[src/rtl/bcd_rtc.sv]
module bcd_rtc #(
  parameter int DIV_W = 15
) (
  input  logic       clk,
  input  logic       rst_n,
  input  logic       tick32k,
  input  logic [7:0] addr,
  input  logic [7:0] wdata,
  input  logic       wr_en,
  input  logic       rd_en,
  output logic [7:0] rdata
);
  localparam int NT = 7;
  localparam logic [DIV_W-1:0] DIV_LAST = '1;

  function automatic logic [7:0] inc_bcd(input logic [7:0] v);
    return (v[3:0] >= 4'd9) ? {v[7:4] + 4'd1, 4'd0} : v + 8'd1;
  endfunction

  function automatic logic [7:0] month_end(input logic [7:0] mo, input logic [7:0] yr);
    logic [6:0] yb;
    yb = 7'(yr[7:4]) * 7'd10 + 7'(yr[3:0]);
    case (mo)
      8'h04, 8'h06, 8'h09, 8'h11: return 8'h30;
      8'h02:                      return (yb[1:0] == 2'b00) ? 8'h29 : 8'h28;
      default:                    return 8'h31;
    endcase
  endfunction

  logic [7:0] tm [NT];
  logic [7:0] sh [NT];
  logic [7:0] ctrl_r, irq_r, cmp_lo, cmp_hi, rd_val;
  logic [DIV_W-1:0] div_q;

  wire stop     = ctrl_r[0];
  wire sec_tick = tick32k && !stop && (div_q == DIV_LAST);
  wire c_min    = sec_tick && (tm[0] >= 8'h59);
  wire c_hr     = c_min && (tm[1] >= 8'h59);
  wire c_day    = c_hr && (tm[2] >= 8'h23);
  wire c_mon    = c_day && (tm[3] >= month_end(tm[4], tm[5]));
  wire c_yr     = c_mon && (tm[4] >= 8'h12);
  wire is_time  = addr < 8'd7;
  wire wr_time  = wr_en && stop && is_time;

  wire [55:0] tm_flat = {tm[6], tm[5], tm[4], tm[3], tm[2], tm[1], tm[0]};
  wire [55:0] sh_flat = {sh[6], sh[5], sh[4], sh[3], sh[2], sh[1], sh[0]};

  always_comb begin
    rd_val = 8'h00;
    if (is_time) rd_val = ctrl_r[7] ? sh[addr[2:0]] : tm[addr[2:0]];
    else case (addr)
      8'h10:   rd_val = ctrl_r;
      8'h12:   rd_val = irq_r;
      8'h13:   rd_val = cmp_lo;
      8'h14:   rd_val = cmp_hi;
      default: rd_val = 8'h00;
    endcase
  end

  always_ff @(posedge clk) begin
    if (!rst_n) begin
      tm[0] <= 8'h00; tm[1] <= 8'h00; tm[2] <= 8'h00; tm[3] <= 8'h01;
      tm[4] <= 8'h01; tm[5] <= 8'h00; tm[6] <= 8'h06;
      for (int i = 0; i < NT; i++) sh[i] <= 8'h00;
      ctrl_r <= '0; irq_r <= '0; cmp_lo <= '0; cmp_hi <= '0;
      div_q  <= '0;
      rdata  <= '0;
    end else begin
      if (stop)         div_q <= '0;
      else if (tick32k) div_q <= div_q + 1'b1;

      if (sec_tick) begin
        tm[0] <= c_min ? 8'h00 : inc_bcd(tm[0]);
        if (c_min) tm[1] <= c_hr ? 8'h00 : inc_bcd(tm[1]);
        if (c_hr)  tm[2] <= c_day ? 8'h00 : inc_bcd(tm[2]);
        if (c_day) begin
          tm[3] <= c_mon ? 8'h01 : inc_bcd(tm[3]);
          tm[6] <= (tm[6] >= 8'h07) ? 8'h01 : inc_bcd(tm[6]);
        end
        if (c_mon) tm[4] <= c_yr ? 8'h01 : inc_bcd(tm[4]);
        if (c_yr)  tm[5] <= (tm[5] >= 8'h99) ? 8'h00 : inc_bcd(tm[5]);
      end

      if (wr_time) tm[addr[2:0]] <= wdata;
      if (wr_en) begin
        case (addr)
          8'h10: ctrl_r <= wdata;
          8'h12: irq_r  <= wdata;
          8'h13: cmp_lo <= wdata;
          8'h14: cmp_hi <= wdata;
          default: ;
        endcase
      end

      if (ctrl_r[6] && tick32k)
        for (int i = 0; i < NT; i++) sh[i] <= tm[i];

      if (rd_en) rdata <= rd_val;
    end
  end

  AST_IDLE_HOLD: assert property (@(posedge clk) disable iff (!rst_n)
    (!tick32k && !wr_en) |=> $stable(tm_flat));
  AST_STOP_FREEZE: assert property (@(posedge clk) disable iff (!rst_n)
    (stop && !wr_time) |=> $stable(tm_flat));
  AST_SEC_WRAP: assert property (@(posedge clk) disable iff (!rst_n)
    (sec_tick && tm[0] == 8'h59) |=> (tm[0] == 8'h00));
  AST_NOV_ROLL: assert property (@(posedge clk) disable iff (!rst_n)
    (c_day && tm[4] == 8'h11 && tm[3] == 8'h30) |=> (tm[3] == 8'h01 && tm[4] == 8'h12));
  AST_YEAR_WRAP: assert property (@(posedge clk) disable iff (!rst_n)
    (c_yr && tm[5] == 8'h99) |=> (tm[5] == 8'h00));
  AST_SHADOW_HOLD: assert property (@(posedge clk) disable iff (!rst_n)
    (!ctrl_r[6]) |=> $stable(sh_flat));
endmodule

[config.mk]
export PLATFORM = sky130hd
export DESIGN_NAME = bcd_rtc
export DESIGN_NICKNAME = d
export VERILOG_FILES = /design/src/rtl/bcd_rtc.sv
export SDC_FILE = /design/constraint.sdc
export NUM_CORES = 1
export LEC_CHECK = 0
export BUFFER_PORTS_ARGS = -buffer_cell sky130_fd_sc_hd__buf_4
export CAP_MARGIN = 20
export CORE_MARGIN = 2
export CORE_UTILIZATION = 40
export DETAILED_ROUTE_END_ITERATION = 10
export PLACE_DENSITY = 0.62
export SYNTH_ARGS = -nofsm -noshare
export SYNTH_HDL_FRONTEND = slang
export SYNTH_SLANG_ARGS = --single-unit
export TNS_END_PERCENT = 20
[constraint.sdc]
create_clock -name clk -period 5.6 [get_ports clk]
set_clock_uncertainty 0.1 [all_clocks]
set_input_delay 0.28 -clock clk [delete_from_list [all_inputs] [get_ports clk]]
set_output_delay 0.28 -clock clk [all_outputs]
set_load 0.01 [all_outputs]
==> run metrics, run 1 <==
worst path cell trace=inv_1, ha_1, o211ai_1, a21oi_1, a31oi_1, nor3_1, nor2_1, ha_1, nand3_1, o21ai_0, o21ai_0, o311ai_1, buf_2; Max Freq=0.261 GHz; Sw Share=26.3%; GRT met3 Usage=2.90%; Top delay family on crit path=compound AO/OA/AOI/OAI gates; CP Class=reg2reg; Hold Crit Depth=2; layout net count=979; crit path max fanout=7; Ports=29; Post-Syn Area=0.00988 mm²; largest net degree at the start of global routing=61; Crit. End Element=flip-flop; worst min path class=in2reg; Startpoint Class=flip-flop; clk sink count=175; Slowest cell on crit path=o311ai_1; # diodes=0; clock share of power=41.0%; total iterations of the first detailed-routing run=5; Warnings, synthesis=0; Clock Root Buffer=clkbuf_16; Worst path depth=13; Core Region=between 0.02 and 0.025 mm²; outcome=finished clean; layout cells sized above 1=11.8%; deepest clock path buffer count=2; Slew Limit Fails=0; synth cell count leaders=edfxtp_1, nand2_1, and2_1; met2 track demand over resource=about a third; fin cells=approximately 1300; Place WS=1870 ps; Power Dens Cells=between 200 and 300 mW/mm²; Leakage=0.00422 µW; Worst-Skew Late Latency=440 ps; Post-DRT Antenna Nets=0; maximum VDD drop=0.185 mV; area leader, netlist=edfxtp_1; placed instance count=1220; Avg Cell Area, Syn=10.8 µm²; vias in the first global route=between 6000 and 7000; dominant cells by area after synthesis=edfxtp_1, dfxtp_1, ha_1; first-pass GRT wire length=between 40 and 50 mm; NetSw=between 700 and 800 µW; fillers=about 2300; Die Wd=161 µm; H-tree depth=4; Die Y=161 µm; row count=57; Vias per Instance=5.65; Async SR Flop Fraction=0%; Critical Path RT=5640 ps; antenna violations before repair=0; Placer Congestion=0.870; CTS tree=built; GRT overflow=0; First DRT Iteration DRCs=roughly 620; hpwl dp=18.6 mm; Final Setup Violations=0; CP max stage delay=690 ps; period utilization=68.5%; R2R depth=13; Final Hold Viols=0; main flop type after synthesis=edfxtp_1; Fin Setup TNS=0 ps; final WL=about 27 mm; routed via count=7076; unrepaired setup endpoints after global routing=no; #FFs+latches synth=175; most common cell in the synthesized netlist=edfxtp_1; GRT met1 Usage=around 29%; Reg clk slew, reported paths=70 ps; sequential share of power=51.3%; Routed wire per std cell=21.2 µm; crit path time final=about 3800 ps; DRC=0; die area=0.0260 mm²; Critical Path AT=3870 ps; hold buffer count at CTS=0; Buffers & Inverters on Critical Path=2; Comb pwr share=7.7%; Setup Buffers After CTS=0; area delta synth->final=10.2%; Synth cell types=73; Rel. slew slack=28.0%; Seq/Total Area, Yosys=47.6%; total CTS buffers=17; final setup margin=1760 ps; Post-CTS Resized=0; gr usage total=21.0%; Post-synth EDFFs=120; worst slew pin tran=roughly 1100 ps; max-cap violation count=0; Internal=2090 µW; IO buf count=28; initial core utilization=40.6%; GRT busiest layer=met2; Synth top area share=36.5%; Post-Syn Instances=915
-- logic make-up (layout without fill, tap and decap cells) --
| logic type | after synthesis | count (layout) | synth area share [%] |
|---|---|---|---|
| XOR/XNOR | 36 | 36 | 3.19 |
| multiplexers | 75 | 75 | 9.96 |
| AO/OA/AOI/OAI | 160 | 160 | 11.4 |
| adder cells (fa/ha/maj) | 42 | 42 | 5.32 |
| buffers and inverters | 99 | 106 | 4.00 |
| other | 1 | 8 | 0.0379 |
| AND/OR/NAND/NOR | 327 | 327 | 18.5 |
| flip-flops | 175 | 175 | 47.6 |
-- through the flow --
step | utilization, % | hold WS [ps] | cell area, µm² | total power, µW
finish | 44.8 | 27.0 | 10900 | 2830
global route | 44.8 | 36.6 | 10900 | 2910
detailed placement | 42.4 | 345 | 10300 | 1700
global placement | 42.4 | 340 | 10300 | 1690
CTS | 44.8 | 7.38 | 10900 | 2840
floorplan | - | 279 | 9910 | 1610
-- final timing paths --
check,startpoint,slack (ps),end
setup / recovery,tm[4][0],1760,tm[5][7]
setup reg to reg,tm[4][0],1760,tm[5][7]
hold reg to reg,rdata[0],360,rdata[0]
hold / removal,rd_en,30,rdata[7]
-- cell type report --
| class | instances | area [µm²] | share of cell area, % |
|---|---|---|---|
| multi-input cells | 648 | 4820 | 44.2 |
| flip-flops and latches | 175 | 4700 | 43.2 |
| clock buffers | 17 | 425 | 3.91 |
| well taps | 324 | 405 | 3.72 |
| repair buffers | 33 | 245 | 2.25 |
| inverters | 41 | 154 | 1.41 |
| clock inverters | 15 | 140 | 1.29 |
-- power groups by stage --
stage	sequential, µW	combinational [µW]	clock (µW)
final	1450	219	1160
after CTS	1450	220	1170
after global placement	1480	216	0
after global routing	1450	238	1220
after detailed placement	1480	218	0
after floorplan	1460	152	0
-- flip-flops by register name, summed over array words and instances (netlist names) --
name,cells
tm,64
div_q,15
cmp_lo,8
rdata,8
irq_r,8
cmp_hi,8
sh,56
ctrl_r,8
-- layout by cell type, fill, tap and decap left out, types with 13 or more instances in the layout --
cell type / count
xor2_1: 17
mux4_2: 18
nor2_1: 42
clkbuf_16: 17
dfxtp_1: 55
o31ai_1: 14
nor2b_1: 42
inv_1: 41
ha_1: 42
and2_1: 65
nor3_1: 13
edfxtp_1: 120
nand2_1: 73
o21ai_0: 35
nand3_1: 29
buf_4: 32
xnor2_1: 19
o41ai_1: 15
mux2i_1: 50
a21oi_1: 19
-- layer usage --
metal | vias up | routed length, µm
li1 | 3331 | -
met1 | 3506 | 11900
met2 | 196 | 12600
met3 | 43 | 1260
met4 | 0 | 843
met5 | - | 0
(Power assumes the default switching activity.)
==> run 2: changes to the inputs <==
--- a/config.mk
+++ b/config.mk
@@ -5,6 +5,7 @@
 export SDC_FILE = /design/constraint.sdc
 export NUM_CORES = 1
 export LEC_CHECK = 0
+export ABC_AREA = 1
 export BUFFER_PORTS_ARGS = -buffer_cell sky130_fd_sc_hd__buf_4
 export CAP_MARGIN = 20
 export CORE_MARGIN = 2
==> constraint.sdc (replaced) <==
create_clock -name clk -period 3.95 [get_ports clk]
set_clock_uncertainty 0.1 [all_clocks]
set_input_delay 0.1975 -clock clk [delete_from_list [all_inputs] [get_ports clk]]
set_output_delay 0.1975 -clock clk [all_outputs]
set_load 0.01 [all_outputs]
==> run 2 against run 1 <==
Against the previous run:
- die area down 0.37%
- worst setup slack worse by 1100 ps
- flip-flop and latch count unchanged
- sequential power up 41%
- non-clock buffer count up 15
- critical path type unchanged
- critical path depth up 3
- count of clock-buffer cells in the layout up 1
- synthesized cell count up 34%
==> run metrics, run 2 <==
outcome=finished clean; Ports=29 (unchanged); CTS tree=built; fin area=0.0111 mm² (+2.0%); Worst Hold Path EP=rdata[7]; GRT overflow=0 (unchanged); first-pass GRT wire length=44.8 mm (+8.9%); area delta synth->final=12.8%; row count=57 (unchanged); synth cell count leaders=nand2_1, inv_1, nor2_1; unrepaired setup endpoints after global routing=no; routed via count=8398 (+19%); fillers=2420 (+6.5%); r2r startpoint=tm[4][0]; main flop type after synthesis=edfxtp_1; total iterations of the first detailed-routing run=5 (unchanged); total CTS buffers=17 (unchanged); # diodes=0 (unchanged); H-tree depth=4 (unchanged); final WL=28.8 mm (+8.2%); Reg clk slew, reported paths=80 ps (about the same); most frequent cells in the layout=nand2_1, inv_1, nor2_1; DRC=0 (unchanged); layout cells sized above 1=7.32% (-4.5 points); clock share of power=42.4% (+1.4 points); Die Y=161 µm (-0.19%); Setup Buffers After CTS=0 (unchanged); area taken by flip-flops and latches=0.00470 mm² (unchanged); dominant cells by area after synthesis=edfxtp_1, dfxtp_1, nand2_1; Critical Path RT=3950 ps (-1690 ps); area leader, netlist=edfxtp_1; Leakage=0.00467 µW (+11%); #FFs+latches synth=175 (unchanged); First DRT Iteration DRCs=822 (+32%); Avg Cell Area, Syn=8.06 µm² (-25%); clk sink count=175 (unchanged); Sw Share=27.6% (+1.3 points); Crit. End Element=flip-flop; Largest regs=tm x64, sh x56, div_q x15; maximum VDD drop=0.259 mV (+40%); HP Start=rd_en; Critical Path AT=3300 ps (-570 ps); Vias per Instance=5.27 (-6.7%); NetSw=1140 µW (+54%); crit path time final=3300 ps (-539 ps); sequential share of power=49.3% (-2.0 points); period utilization=83.5% (+15 points); max reg flops=64 (unchanged); Power Total=4140 µW (+46%); worst min path class=in2reg; multi-input logic area=0.00428 mm² (-11%); Die Wd=161 µm (-0.19%); CP Class=reg2reg; gr usage total=22.6% (+1.6 points); worst slew pin tran=913 ps (-156 ps); initial core utilization=40.6% (about the same); Synth cell types=41 (-44%); Rel. slew slack=38.6% (+11 points); die area=0.0259 mm² (-0.37%); Routed wire per std cell=18.1 µm (-15%); Startpoint Class=flip-flop; max-cap violation count=0 (unchanged); most common cell in the synthesized netlist=nand2_1; FF-to-FF End=tm[4][2]; Slew Limit Fails=0 (unchanged); Warnings, synthesis=0 (unchanged); IO buf count=28 (unchanged); antenna violations before repair=0 (unchanged); crit path max fanout=8 (+1); Fin Setup TNS=0 ps (unchanged); Post-Syn Area=0.00985 mm² (-0.38%); Async SR Flop Fraction=0% (unchanged); Post-DRT Antenna Nets=0 (unchanged); most common cell after layout, fill and taps aside=nand2_1; R2R depth=16 (+3); Internal=3000 µW (+44%); Post-synth EDFFs=120 (unchanged); Max Freq=0.303 GHz (+16%); Worst-Skew Late Latency=450 ps (about the same); vias in the first global route=7952 (+17%); Final Hold Viols=0 (unchanged); Comb pwr share=8.3% (+0.6 points); deepest clock path buffer count=2 (unchanged); DP Area=0.0104 mm² (+0.70%); hpwl dp=20.6 mm (+11%); Final Setup Violations=0 (unchanged); Core Region=0.0242 mm² (-0.29%); Clock Root Buffer=clkbuf_16; Seq/Total Area, Yosys=47.8% (+0.18 points); Most flops, register=tm; Synth top area share=36.6% (+0.14 points); largest net degree at the start of global routing=79 (+30%); Placer Congestion=0.903 (+3.9%); Hold Crit Depth=3 (+1); Post-CTS Resized=0 (unchanged); Power Dens Cells=373 mW/mm² (+43%); layout net count=1320 (+35%); Post-Syn Instances=1222 (+34%); R2R Setup Slk=650 ps (-1110 ps)
## run 2: cell count changes after synthesis, moves of 42 or more
cell | previous run | this run
nand2_1 | 74 | 226
mux2i_1 | 50 | 0
nor2b_1 | 42 | 0
nand3_1 | 29 | 71
nor2_1 | 42 | 155
inv_1 | 41 | 187
and2_1 | 65 | 0
o21ai_0 | 35 | 133
## run 2: timing repair
| item | CTS | global route |
|---|---|---|
| hold endpoints to repair | 11 | 0 |
| setup endpoints to repair | 0 | 0 |
| hold buffers | 9 | 0 |
## run 2: cell families after synthesis
group / count (synthesis) / synth area share (%)
compound gates: 243 / 13.4
xor+xnor: 19 / 1.69
fa+ha+maj: 42 / 5.34
buf+inv: 230 / 9.23
flops: 175 / 47.8
other cells: 1 / 0.0381
simple gates: 512 / 22.5
## run 2: worst max path at each step
| stage | startpoint | slack, ps | endpoint | cells after the start |
|---|---|---|---|---|
| after floorplan | tick32k | 470 | sh[0][0] | 3 |
| after global placement | tm[4][0] | 760 | tm[4][6] | 16 |
| after detailed placement | tm[4][0] | 710 | tm[4][4] | 16 |
| after CTS | tm[4][0] | 700 | tm[4][1] | 16 |
| after global routing | tm[4][0] | 370 | tm[4][7] | 16 |
| final | tm[4][0] | 650 | tm[4][2] | 16 |
## run 2: layout make-up
| cell class | instances | share of cell area, % |
|---|---|---|
| Sequential cell | 175 | 42.3 |
| Multi-Input combinational cell | 824 | 38.5 |
| Clock buffer | 18 | 4.05 |
| Timing Repair Buffer | 48 | 3.56 |
| Clock inverter | 14 | 1.42 |
| Tap cell | 324 | 3.65 |
| Inverter | 191 | 6.50 |
## run 2: power groups by stage
stage	registers [µW]	logic [µW]	clock network, µW
after global routing	2050	378	1830
after detailed placement	2080	329	0
after CTS	2040	339	1770
final	2040	342	1750
after global placement	2080	329	0
after floorplan	2070	201	0
## run 2: layer usage
| metal | up-vias | track usage (%) | wire (µm) |
|---|---|---|---|
| met1 | 3930 | 31.7 | 13000 |
| met4 | 0 | 6.94 | 536 |
| met3 | 35 | 3.15 | 1990 |
| met5 | - | 0 | 0 |
| met2 | 310 | 36.3 | 13300 |
| li1 | 4123 | - | - |
## run 2: through the flow
step                      util (%)  std cells  hold slack [ps]  worst slack [ps]
final                         45.8       1594             13.9               650
after global routing          45.8       1594             37.9               366
after CTS                     45.7       1593             3.50               699
after detailed placement      42.9       1552              348               712
after global placement        42.9       1552              339               760
after floorplan                  -       1229              196               466
## run 2: critical path: stages, from the launching register on
cell,delay [ps]
edfxtp_1,420
inv_1,200
ha_1,190
inv_1,60
nor3_1,290
inv_1,120
nand2_1,80
o21ai_0,80
ha_1,280
nand2_1,50
nor2_1,110
nand2_1,60
nand3_1,190
nand4_4,180
inv_1,170
nand2_1,80
nand3_1,290
==> run 3: changes to the inputs <==
==> constraint.sdc (replaced) <==
create_clock -name clk -period 3.5 [get_ports clk]
set_clock_uncertainty 0.1 [all_clocks]
set_input_delay 0.175 -clock clk [delete_from_list [all_inputs] [get_ports clk]]
set_output_delay 0.175 -clock clk [all_outputs]
set_load 0.01 [all_outputs]
==> run 3 against run 2 <==
Against the previous run:
- global-route usage down 0.30 points
- non-clock buffer count up 6
- die area is the same
==> run metrics, run 3 (synthesis results as in run 2) <==
vias in the first global route=7950 (-0.025%); Final Setup Violations=0 (unchanged); layout net count=1326 (+0.45%); maximum VDD drop=0.269 mV (+3.9%); largest net degree at the start of global routing=57 (-28%); final WL=28.6 mm (-0.70%); most frequent cells in the layout=nand2_1, inv_1, nor2_1; gr usage total=22.3% (-0.30 points); Setup Buffers After CTS=0 (unchanged); Final Hold Viols=0 (unchanged); crit path max fanout=8 (unchanged); area delta synth->final=13.5%; layout cells sized above 1=7.84% (+0.51 points); Die Wd=161 µm (unchanged); fillers=2420 (unchanged); worst min path class=in2reg; Rel. slew slack=46.1% (+7.5 points); Place WS=292 ps (-419 ps); most common cell after layout, fill and taps aside=nand2_1; Largest regs=tm x64, sh x56, div_q x15; Crit. End Element=flip-flop; clk sink count=175 (unchanged); row count=57 (unchanged); Reg clk slew, reported paths=80 ps (about the same); max reg flops=64 (unchanged); Leakage=0.00470 µW (+0.56%); DP Area=0.0104 mm² (+0.43%); Most flops, register=tm; Clock Root Buffer=clkbuf_16; routed via count=8434 (+0.43%); period utilization=88.9% (+5.4 points); Power Total=4690 µW (+13%); Routed wire per std cell=17.9 µm (-1.1%); Worst-Skew Late Latency=450 ps (about the same); Vias per Instance=5.27 (about the same); Die Y=161 µm (unchanged); placed instance count=1558 (+0.39%); H-tree depth=4 (unchanged); Power Dens Cells=420 mW/mm² (+13%); antenna violations before repair=0 (unchanged); total iterations of the first detailed-routing run=7 (+2); crit path time final=3110 ps (-188 ps); Post-DRT Antenna Nets=0 (unchanged); worst slew pin tran=802 ps (-111 ps); outcome=finished clean; Fin Setup TNS=0 ps (unchanged); Critical Path RT=3540 ps (-410 ps); First DRT Iteration DRCs=956 (+16%); DRC=0 (unchanged); fin cells=1600 (+0.38%); first-pass GRT wire length=44.0 mm (-1.8%); Critical Path AT=3150 ps (-150 ps); Ports=29 (unchanged); Max Freq=0.321 GHz (+6.0%); max-cap violation count=0 (unchanged); # diodes=0 (unchanged); Slew Limit Fails=0 (unchanged); Placer Congestion=0.904 (+0.11%); hpwl dp=20.5 mm (-0.51%); die area=0.0259 mm² (unchanged); GRT overflow=0 (unchanged); Core Region=0.0242 mm² (unchanged); initial core utilization=40.6% (unchanged); unrepaired setup endpoints after global routing=no; CTS tree=built; IO buf count=28 (unchanged); deepest clock path buffer count=2 (unchanged); total CTS buffers=17 (unchanged); fin area=0.0112 mm² (+0.57%); final setup margin=388 ps (-262 ps); Startpoint Class=flip-flop; CP Class=reg2reg
## run 3: final timing paths
| path | startpoint | endpoint | slack [ps] | cells past startpoint |
|---|---|---|---|---|
| min reg2reg | irq_r[7] | irq_r[7] | 350 | 2 |
| min | wr_en | cmp_lo[7] | 80 | 5 |
| max | tm[4][1] | tm[4][7] | 390 | 16 |
| max reg2reg | tm[4][1] | tm[4][7] | 390 | 16 |
## run 3: worst max-delay path, stage by stage (launching register included)
cell and delay [ps]:
edfxtp_1 430, inv_1 190, ha_1 180, inv_1 60
nor4_1 250, a21oi_1 100, nand2_1 70, o21ai_0 80
ha_1 290, nand2_1 50, nor2_1 100, nand2_1 60
nand3_1 200, nand4_4 180, inv_1 180, nand2_1 110
nand3_2 180
## run 3: power by group
group | switching, µW | internal, µW
Combinational | 278 | 112
Sequential | 39.7 | 2260
Clock | 1010 | 994
## run 3: area by class of cell
cell class / count / area (µm²) / share of cell area (%)
Timing Repair Buffer: 54 / 430 / 3.85
Tap cell: 324 / 405 / 3.63
Clock inverter: 15 / 206 / 1.85
Sequential cell: 175 / 4700 / 42.1
Multi-Input combinational cell: 824 / 4280 / 38.3
Inverter: 191 / 722 / 6.46
Clock buffer: 17 / 425 / 3.81
## run 3: repair_timing
item                                    in CTS  in global routing
resized for setup                            0                  2
endpoints found under the setup margin       0                  8
hold endpoints to repair                    28                  0
hold buffers                                10                  0
## run 3: metrics by stage
stage	util [%]	hold slack, ps
after global placement	43.0	338
after floorplan	-	174
after global routing	46.1	115
after detailed placement	43.0	341
after CTS	46.1	64.9
final	46.1	76.5
## run 3: per-layer routing
metal / vias up / GRT usage, % / routed length (µm)
met1: 3900 / 30.0 / 12400
met4: 0 / 8.20 / 895
li1: 4141 / - / -
met2: 326 / 35.6 / 13000
met5: - / 0 / 0
met3: 67 / 4.65 / 2380
